`src/rtl/mls_pkg.sv`:
```
package mls_pkg;
  localparam int WORD_W  = 32;
  localparam int CNT_W   = 16;
  localparam int BIT_TOP = 16;
  localparam int BIT_IMM = 17;

  typedef struct packed {
    logic              imm;
    logic              top;
    logic [CNT_W-1:0]  cnt;
    logic [WORD_W-1:0] data;
  } run_cmd_t;

  function automatic run_cmd_t decode_cmd(input logic [31:0] mode, input logic [WORD_W-1:0] data);
    run_cmd_t c;
    c.imm  = mode[BIT_IMM];
    c.top  = mode[BIT_TOP];
    c.cnt  = mode[CNT_W-1:0];
    c.data = data;
    return c;
  endfunction
endpackage

```
`src/rtl/mls_cmd_queue.sv`:
```
module mls_cmd_queue
  import mls_pkg::*;
(
  input  logic     clk_i,
  input  logic     rst_ni,
  input  logic     in_valid_i,
  input  run_cmd_t in_cmd_i,
  output logic     in_ready_o,
  input  logic     emit_i,
  output logic     act_v_o,
  output run_cmd_t act_cmd_o,
  output logic     load_o,
  output run_cmd_t load_cmd_o
);
  logic             act_v_q, buf_v_q;
  run_cmd_t         act_q, buf_q;
  logic [CNT_W-1:0] rem_q;
  logic             done, free_nxt, acc;

  assign done       = act_v_q & emit_i & (rem_q == CNT_W'(1));
  assign free_nxt   = ~act_v_q | done;
  assign in_ready_o = ~(act_v_q & buf_v_q);
  assign acc        = in_valid_i & in_ready_o & (in_cmd_i.cnt != '0);
  assign load_o     = free_nxt & (buf_v_q | acc);
  assign load_cmd_o = buf_v_q ? buf_q : in_cmd_i;
  assign act_v_o    = act_v_q;
  assign act_cmd_o  = act_q;

  always_ff @(posedge clk_i or negedge rst_ni) begin
    if (!rst_ni) begin
      act_v_q <= 1'b0;
      act_q   <= '0;
      rem_q   <= '0;
    end else if (load_o) begin
      act_v_q <= 1'b1;
      act_q   <= load_cmd_o;
      rem_q   <= load_cmd_o.cnt;
    end else if (done) begin
      act_v_q <= 1'b0;
    end else if (emit_i) begin
      rem_q   <= rem_q - CNT_W'(1);
    end
  end

  always_ff @(posedge clk_i or negedge rst_ni) begin
    if (!rst_ni) begin
      buf_v_q <= 1'b0;
      buf_q   <= '0;
    end else if (buf_v_q) begin
      if (load_o) buf_v_q <= 1'b0;
    end else if (acc && !free_nxt) begin
      buf_v_q <= 1'b1;
      buf_q   <= in_cmd_i;
    end
  end

  assert_buf_needs_act_R8: assert property (@(posedge clk_i) disable iff (!rst_ni)
    buf_v_q |-> act_v_q);
  assert_zero_dropped_R11: assert property (@(posedge clk_i) disable iff (!rst_ni)
    (in_valid_i && in_ready_o && in_cmd_i.cnt == '0 && !act_v_q) |=> !act_v_q);
  assert_rem_nonzero_R3: assert property (@(posedge clk_i) disable iff (!rst_ni)
    act_v_q |-> (rem_q != '0));
endmodule

```
`src/rtl/mls_bit_picker.sv`:
```
module mls_bit_picker #(
  parameter int WORD_W = 32,
  parameter int GRP_W  = 3
) (
  input  logic              clk_i,
  input  logic              rst_ni,
  input  logic              act_v_i,
  input  logic              act_imm_i,
  input  logic              act_top_i,
  input  logic              load_i,
  input  logic              load_imm_i,
  input  logic [WORD_W-1:0] load_data_i,
  input  logic [WORD_W-1:0] fifo_data_i,
  input  logic              fifo_empty_i,
  output logic              emit_o,
  output logic              pop_o,
  output logic              bit_o
);
  localparam int IDX_W = $clog2(WORD_W);

  logic [IDX_W-1:0]  k_q, sel;
  logic [WORD_W-1:0] word_q, src;
  logic              first;

  assign first  = (k_q == '0);
  assign emit_o = act_v_i & (act_imm_i | ~first | ~fifo_empty_i);
  assign pop_o  = act_v_i & ~act_imm_i & first & ~fifo_empty_i;
  assign src    = (first && !act_imm_i) ? fifo_data_i : word_q;
  // top-first: byte order kept, bit order inside each byte reversed
  assign sel    = act_top_i ? {k_q[IDX_W-1:GRP_W], ~k_q[GRP_W-1:0]} : k_q;
  assign bit_o  = src[sel];

  always_ff @(posedge clk_i or negedge rst_ni) begin
    if (!rst_ni) begin
      k_q    <= '0;
      word_q <= '0;
    end else if (load_i) begin
      k_q <= '0;
      if (load_imm_i) word_q <= load_data_i;
    end else begin
      if (emit_o) k_q <= k_q + IDX_W'(1);
      if (pop_o)  word_q <= fifo_data_i;
    end
  end
endmodule

```
`src/rtl/mls_color_table.sv`:
```
module mls_color_table #(
  parameter int COLOR_W = 24,
  parameter int N_ENT   = 2,
  parameter int ADDR_W  = 2
) (
  input  logic                           clk_i,
  input  logic                           rst_ni,
  input  logic                           we_i,
  input  logic [ADDR_W-1:0]              addr_i,
  input  logic [COLOR_W-1:0]             data_i,
  output logic [N_ENT-1:0][COLOR_W-1:0]  ent_o,
  output logic [COLOR_W-1:0]             idle_o
);
  for (genvar i = 0; i < N_ENT; i++) begin : g_ent
    always_ff @(posedge clk_i or negedge rst_ni) begin
      if (!rst_ni)                               ent_o[i] <= '0;
      else if (we_i && addr_i == ADDR_W'(i))     ent_o[i] <= data_i;
    end
  end

  always_ff @(posedge clk_i or negedge rst_ni) begin
    if (!rst_ni)                                 idle_o <= '0;
    else if (we_i && addr_i == ADDR_W'(N_ENT))   idle_o <= data_i;
  end
endmodule

```
`src/rtl/mono_lut_streamer.sv`:
```
module mono_lut_streamer
  import mls_pkg::*;
#(
  parameter int COLOR_W = 24
) (
  input  logic               clk_i,
  input  logic               rst_ni,
  input  logic               cmd_valid_i,
  output logic               cmd_ready_o,
  input  logic [31:0]        cmd_mode_i,
  input  logic [31:0]        cmd_data_i,
  input  logic [31:0]        fifo_data_i,
  input  logic               fifo_empty_i,
  output logic               fifo_pop_o,
  input  logic               lut_we_i,
  input  logic [1:0]         lut_addr_i,
  input  logic [COLOR_W-1:0] lut_data_i,
  output logic [COLOR_W-1:0] pix_o,
  output logic               active_o,
  output logic               underrun_o
);
  localparam int N_ENT = 2;

  run_cmd_t                        in_cmd, act_cmd, load_cmd;
  logic                            act_v, load, emit, pix_bit;
  logic [N_ENT-1:0][COLOR_W-1:0]   ent;
  logic [COLOR_W-1:0]              idle_col;
  logic                            unused_mode;

  assign in_cmd      = decode_cmd(cmd_mode_i, cmd_data_i);
  assign unused_mode = ^cmd_mode_i[31:BIT_IMM+1];

  mls_cmd_queue u_queue (
    .clk_i      (clk_i),
    .rst_ni     (rst_ni),
    .in_valid_i (cmd_valid_i),
    .in_cmd_i   (in_cmd),
    .in_ready_o (cmd_ready_o),
    .emit_i     (emit),
    .act_v_o    (act_v),
    .act_cmd_o  (act_cmd),
    .load_o     (load),
    .load_cmd_o (load_cmd)
  );

  mls_bit_picker #(.WORD_W(WORD_W)) u_picker (
    .clk_i        (clk_i),
    .rst_ni       (rst_ni),
    .act_v_i      (act_v),
    .act_imm_i    (act_cmd.imm),
    .act_top_i    (act_cmd.top),
    .load_i       (load),
    .load_imm_i   (load_cmd.imm),
    .load_data_i  (load_cmd.data),
    .fifo_data_i  (fifo_data_i),
    .fifo_empty_i (fifo_empty_i),
    .emit_o       (emit),
    .pop_o        (fifo_pop_o),
    .bit_o        (pix_bit)
  );

  mls_color_table #(.COLOR_W(COLOR_W), .N_ENT(N_ENT), .ADDR_W(2)) u_table (
    .clk_i  (clk_i),
    .rst_ni (rst_ni),
    .we_i   (lut_we_i),
    .addr_i (lut_addr_i),
    .data_i (lut_data_i),
    .ent_o  (ent),
    .idle_o (idle_col)
  );

  always_ff @(posedge clk_i or negedge rst_ni) begin
    if (!rst_ni) begin
      pix_o      <= '0;
      active_o   <= 1'b0;
      underrun_o <= 1'b0;
    end else begin
      active_o <= act_v;
      if (emit)        pix_o <= ent[pix_bit];
      else if (!act_v) pix_o <= idle_col;
      if (act_v && !emit) underrun_o <= 1'b1;
    end
  end

  assert_no_pop_imm_R6: assert property (@(posedge clk_i) disable iff (!rst_ni)
    (act_v && act_cmd.imm) |-> !fifo_pop_o);
  assert_full_means_active_R8: assert property (@(posedge clk_i) disable iff (!rst_ni)
    !cmd_ready_o |=> active_o);
  assert_hold_on_stall_R10: assert property (@(posedge clk_i) disable iff (!rst_ni)
    (act_v && !emit) |=> ($stable(pix_o) && active_o));
  assert_underrun_sticky_R10: assert property (@(posedge clk_i) disable iff (!rst_ni)
    underrun_o |=> underrun_o);
endmodule

```
`config.mk`:
```
export PLATFORM = sky130hd
export DESIGN_NAME = mono_lut_streamer
export DESIGN_NICKNAME = d
export VERILOG_FILES = /design/src/rtl/mls_pkg.sv /design/src/rtl/mls_cmd_queue.sv /design/src/rtl/mls_bit_picker.sv /design/src/rtl/mls_color_table.sv /design/src/rtl/mono_lut_streamer.sv
export SDC_FILE = /design/constraint.sdc
export NUM_CORES = 1
export LEC_CHECK = 0
export ABC_AREA = 0
export BUFFER_PORTS_ARGS = -buffer_cell sky130_fd_sc_hd__buf_4
export CORE_MARGIN = 3
export CORE_UTILIZATION = 60
export CTS_BUF_LIST = sky130_fd_sc_hd__clkbuf_8
export CTS_CLUSTER_DIAMETER = 100
export DETAILED_ROUTE_END_ITERATION = 12
export PLACE_DENSITY = 0.87
export SETUP_SLACK_MARGIN = 0.5
export SYNTH_ARGS = -nofsm -noshare
export SYNTH_HDL_FRONTEND = slang
export SYNTH_SLANG_ARGS = --single-unit
export TNS_END_PERCENT = 50
```
`constraint.sdc`:
```
create_clock -name clk_i -period 5.3 [get_ports clk_i]
set_input_delay 0.53 -clock clk_i [delete_from_list [all_inputs] [get_ports clk_i]]
set_output_delay 0.53 -clock clk_i [all_outputs]
set_load 0.02 [all_outputs]
```
==> flow_summary.ini <==
[detailed_routing]
routedWlPerCell_um = 20.8
wirelength_um = 28700
viasPerCell = 6.49
drc = 0
wl_met2_um = 14000
dr.pass1.iters = 5
drt_iter0_drc = 730
drtAntennaViolNets = 0
top_layer = met4
wl_met1_um = 12000
vias = 8973
route.met3.wl_um = 1970

[timing]
grt_setup_unrepaired = false
skew_ns = 0.0156
post-route-period-util = 0.783
setup_viol = 0
drv_slew = 0
whs_ns = 0.108
max_freq_mhz = 241
fin_crit_ns = 4.15
setup-tns-final_ns = 0
worst_pin_slew_ns = 1.11
finalHoldViolCount = 0
slew_headroom = 0.259

[synthesis]
yosysSeqAreaShare = 0.469
synth-xor-area-share = 0.00480
yosys.cell_types.count = 64
ys_ff_latch = 205
syn_avg_cell_area_um2 = 10.7
synth_top_family_by_area = multiplexers
ys_warn_count = 0
syn_nets = 1153
synthMuxAreaShare = 0.204
synth_fa_ha_area_frac = 0.00458
synth_edf_count = 0
ys_dominant_reg_cell = dfrtp_1
synth_cells = 1022
yosys-top-cells-area = dfrtp_1, mux2_2, mux2i_1
synthSimpleGateAreaFrac = 0.104
synth_compound_area_frac = 0.174
async_flop_share = 1.00
synth_top_area_share = 0.469
synth_area_leader_cell = dfrtp_1
synth.cell_area_mm2 = 0.0109

[power_and_ir_drop]
p_switching_mw = 2.70
ir_worst_vdd_uv = 286
p_int_mw = 3.98
clkPwrFrac = 0.201
comb_power_share = 0.430
power.leakage_nw = 5.79
p_per_area_mw_per_mm2 = 526
seq_power_share = 0.369
sw_frac_of_total = 0.404

[critical_path]
path_class = flop to flop
arrival_ns = 4.58
critPathLaunchType = flop
required_ns = 5.73
critPathCaptureType = flop
crit_fanout = 26

[clocking]
clkSlewWorstSetupHoldPaths_ns = 0.07
postCtsHoldBufs = 0
cts_made_buffers = 35
htreeDepth = 2
post-cts-setup-buffers = 0
cts-root-buf = clkbuf_8
clkSinkCount = 205
cts_resized = 0
cts_buffer_depth = 3
clk-insertion-delay-late_ns = 0.52
cts_tree = yes

[floorplanning]
die_w_um = 141
die_height_um = 141
core.rowCount = 48
io_pins = 155
die-area_mm2 = 0.0199
initial_utilization = 0.622
core-area_mm2 = 0.0176

[global_route]
grt_start_max_net_pins = 110
grt_first_pass_wirelength_um = 47100
grt-ovfl-total = 0
grtUsageTotal = 0.289
grt_pass1_vias = 9315
antenna_found_initial = 0

[min_path]
hp-class = primary input to async pin

[finish]
fin_nets = 1267
final_cell_area_mm2 = 0.0127
antennaDiodeCount = 0
fin_util = 0.722
area_growth_pct = 16.2
stdcell_count = 1382
layout_common_cells = dfrtp_1, buf_4, mux2_2
final_common_cell = dfrtp_1
layout-drive-gt1-share = 0.330
fillers = 1216

[place]
place.gp.congestion = 0.836
hpwlAfterDp_um = 18100
port_buffers = 140
placed_area_mm2 = 0.0121
placedCellCount = 1324

[run_status]
outcome = finished, final reports clean

[job]
drv_cap = 0
-- final cells by class --
type | instances | area [µm²] | share of cell area
well taps | 225 | 282 | 0.0221
inverters | 8 | 30.0 | 0.00236
clock inverters | 15 | 56.3 | 0.00443
multi-input cells | 724 | 5400 | 0.425
clock buffers | 43 | 592 | 0.0466
flip-flops and latches | 205 | 5130 | 0.404
repair buffers | 162 | 1220 | 0.0962
-- routing by layer --
| layer | vias to the layer above | GRT usage |
|---|---|---|
| li1 | 4052 | - |
| met1 | 4435 | 0.386 |
| met2 | 409 | 0.477 |
| met3 | 77 | 0.0448 |
| met4 | 0 | 0.118 |
| met5 | - | 0 |
-- registers in the layout, indices dropped and copies added (netlist names) --
| name | cells |
|---|---|
| u_queue.buf_q | 50 |
| u_table.ent_o | 48 |
| u_picker.word_q | 32 |
| pix_o | 24 |
| u_table.idle_o | 24 |
| u_queue.rem_q | 16 |
| u_picker.k_q | 5 |
| u_queue.act_cmd_o | 2 |
| active_o | 1 |
| u_queue.act_v_o | 1 |
| u_queue.buf_v_q | 1 |
| underrun_o | 1 |
-- cell families after synthesis --
| kind of cell | Yosys count |
|---|---|
| and+or+nand+nor | 218 |
| AOI/OAI and AO/OA | 293 |
| xor gates and xnor gates | 6 |
| adders and majority gates | 4 |
| buffers and inverters | 93 |
| DFF | 205 |
| muxes | 203 |
-- stage by stage --
stage | total power, mW | worst slack (ns)
2_1_floorplan | 4.46 | 2.16
3_3_place_gp | 5.17 | 1.33
3_5_place_dp | 5.29 | 1.29
4_1_cts | 6.64 | 1.25
5_1_grt | 7.07 | 0.950
6_report | 6.68 | 1.15
-- cell usage after synthesis (14+ instances only) --
cell        n
dfrtp_1   205
mux2_2    159
o21ai_0    67
nand2_1    61
clkbuf_1   51
mux2i_1    44
nor2_1     43
nand3_1    37
a21oi_1    35
o211ai_1   29
o22ai_1    28
or3_1      28
a31oi_1    26
o31ai_1    24
a211oi_1   18
a21boi_0   17
o21ai_1    17
buf_2      14
-- worst max-delay path, stage by stage, from the launching register on --
cell	delay [ns]
dfrtp_1	0.52
inv_1	0.14
ha_1	0.17
or4b_1	0.65
nor2_8	0.41
a211oi_1	0.20
nor4_4	0.29
buf_4	0.38
or3_1	0.90
o211ai_1	0.21
a31oi_1	0.19
-- worst paths after layout --
kind / start / to / slack [ns] / depth (start not counted)
max: u_picker.k_q[1]$_DFFE_PN0P_ / pix_o[10]$_DFFE_PN0N_ / 1.15 / 10
min: rst_ni / u_queue.buf_q[43]$_DFFE_PN0P_ / 0.11 / 1
max reg2reg: u_picker.k_q[1]$_DFFE_PN0P_ / pix_o[10]$_DFFE_PN0N_ / 1.15 / 10
min reg2reg: underrun_o$_DFFE_PN0P_ / underrun_o$_DFFE_PN0P_ / 0.47 / 1
max in group asynchronous: rst_ni / u_queue.buf_v_q$_DFF_PN0_ / 3.85 / 2
min in group clk_i: cmd_data_i[26] / u_queue.buf_q[26]$_DFFE_PN0P_ / 0.26 / 2
-- power by group through the flow --
stage	Clock (mW)	Sequential, mW	Combinational, mW
3_5_place_dp	0	2.46	2.82
3_3_place_gp	0	2.44	2.73
4_1_cts	1.36	2.45	2.84
6_report	1.35	2.46	2.87
2_1_floorplan	0	2.44	2.02
5_1_grt	1.44	2.52	3.11
(Power assumes the default switching activity.)
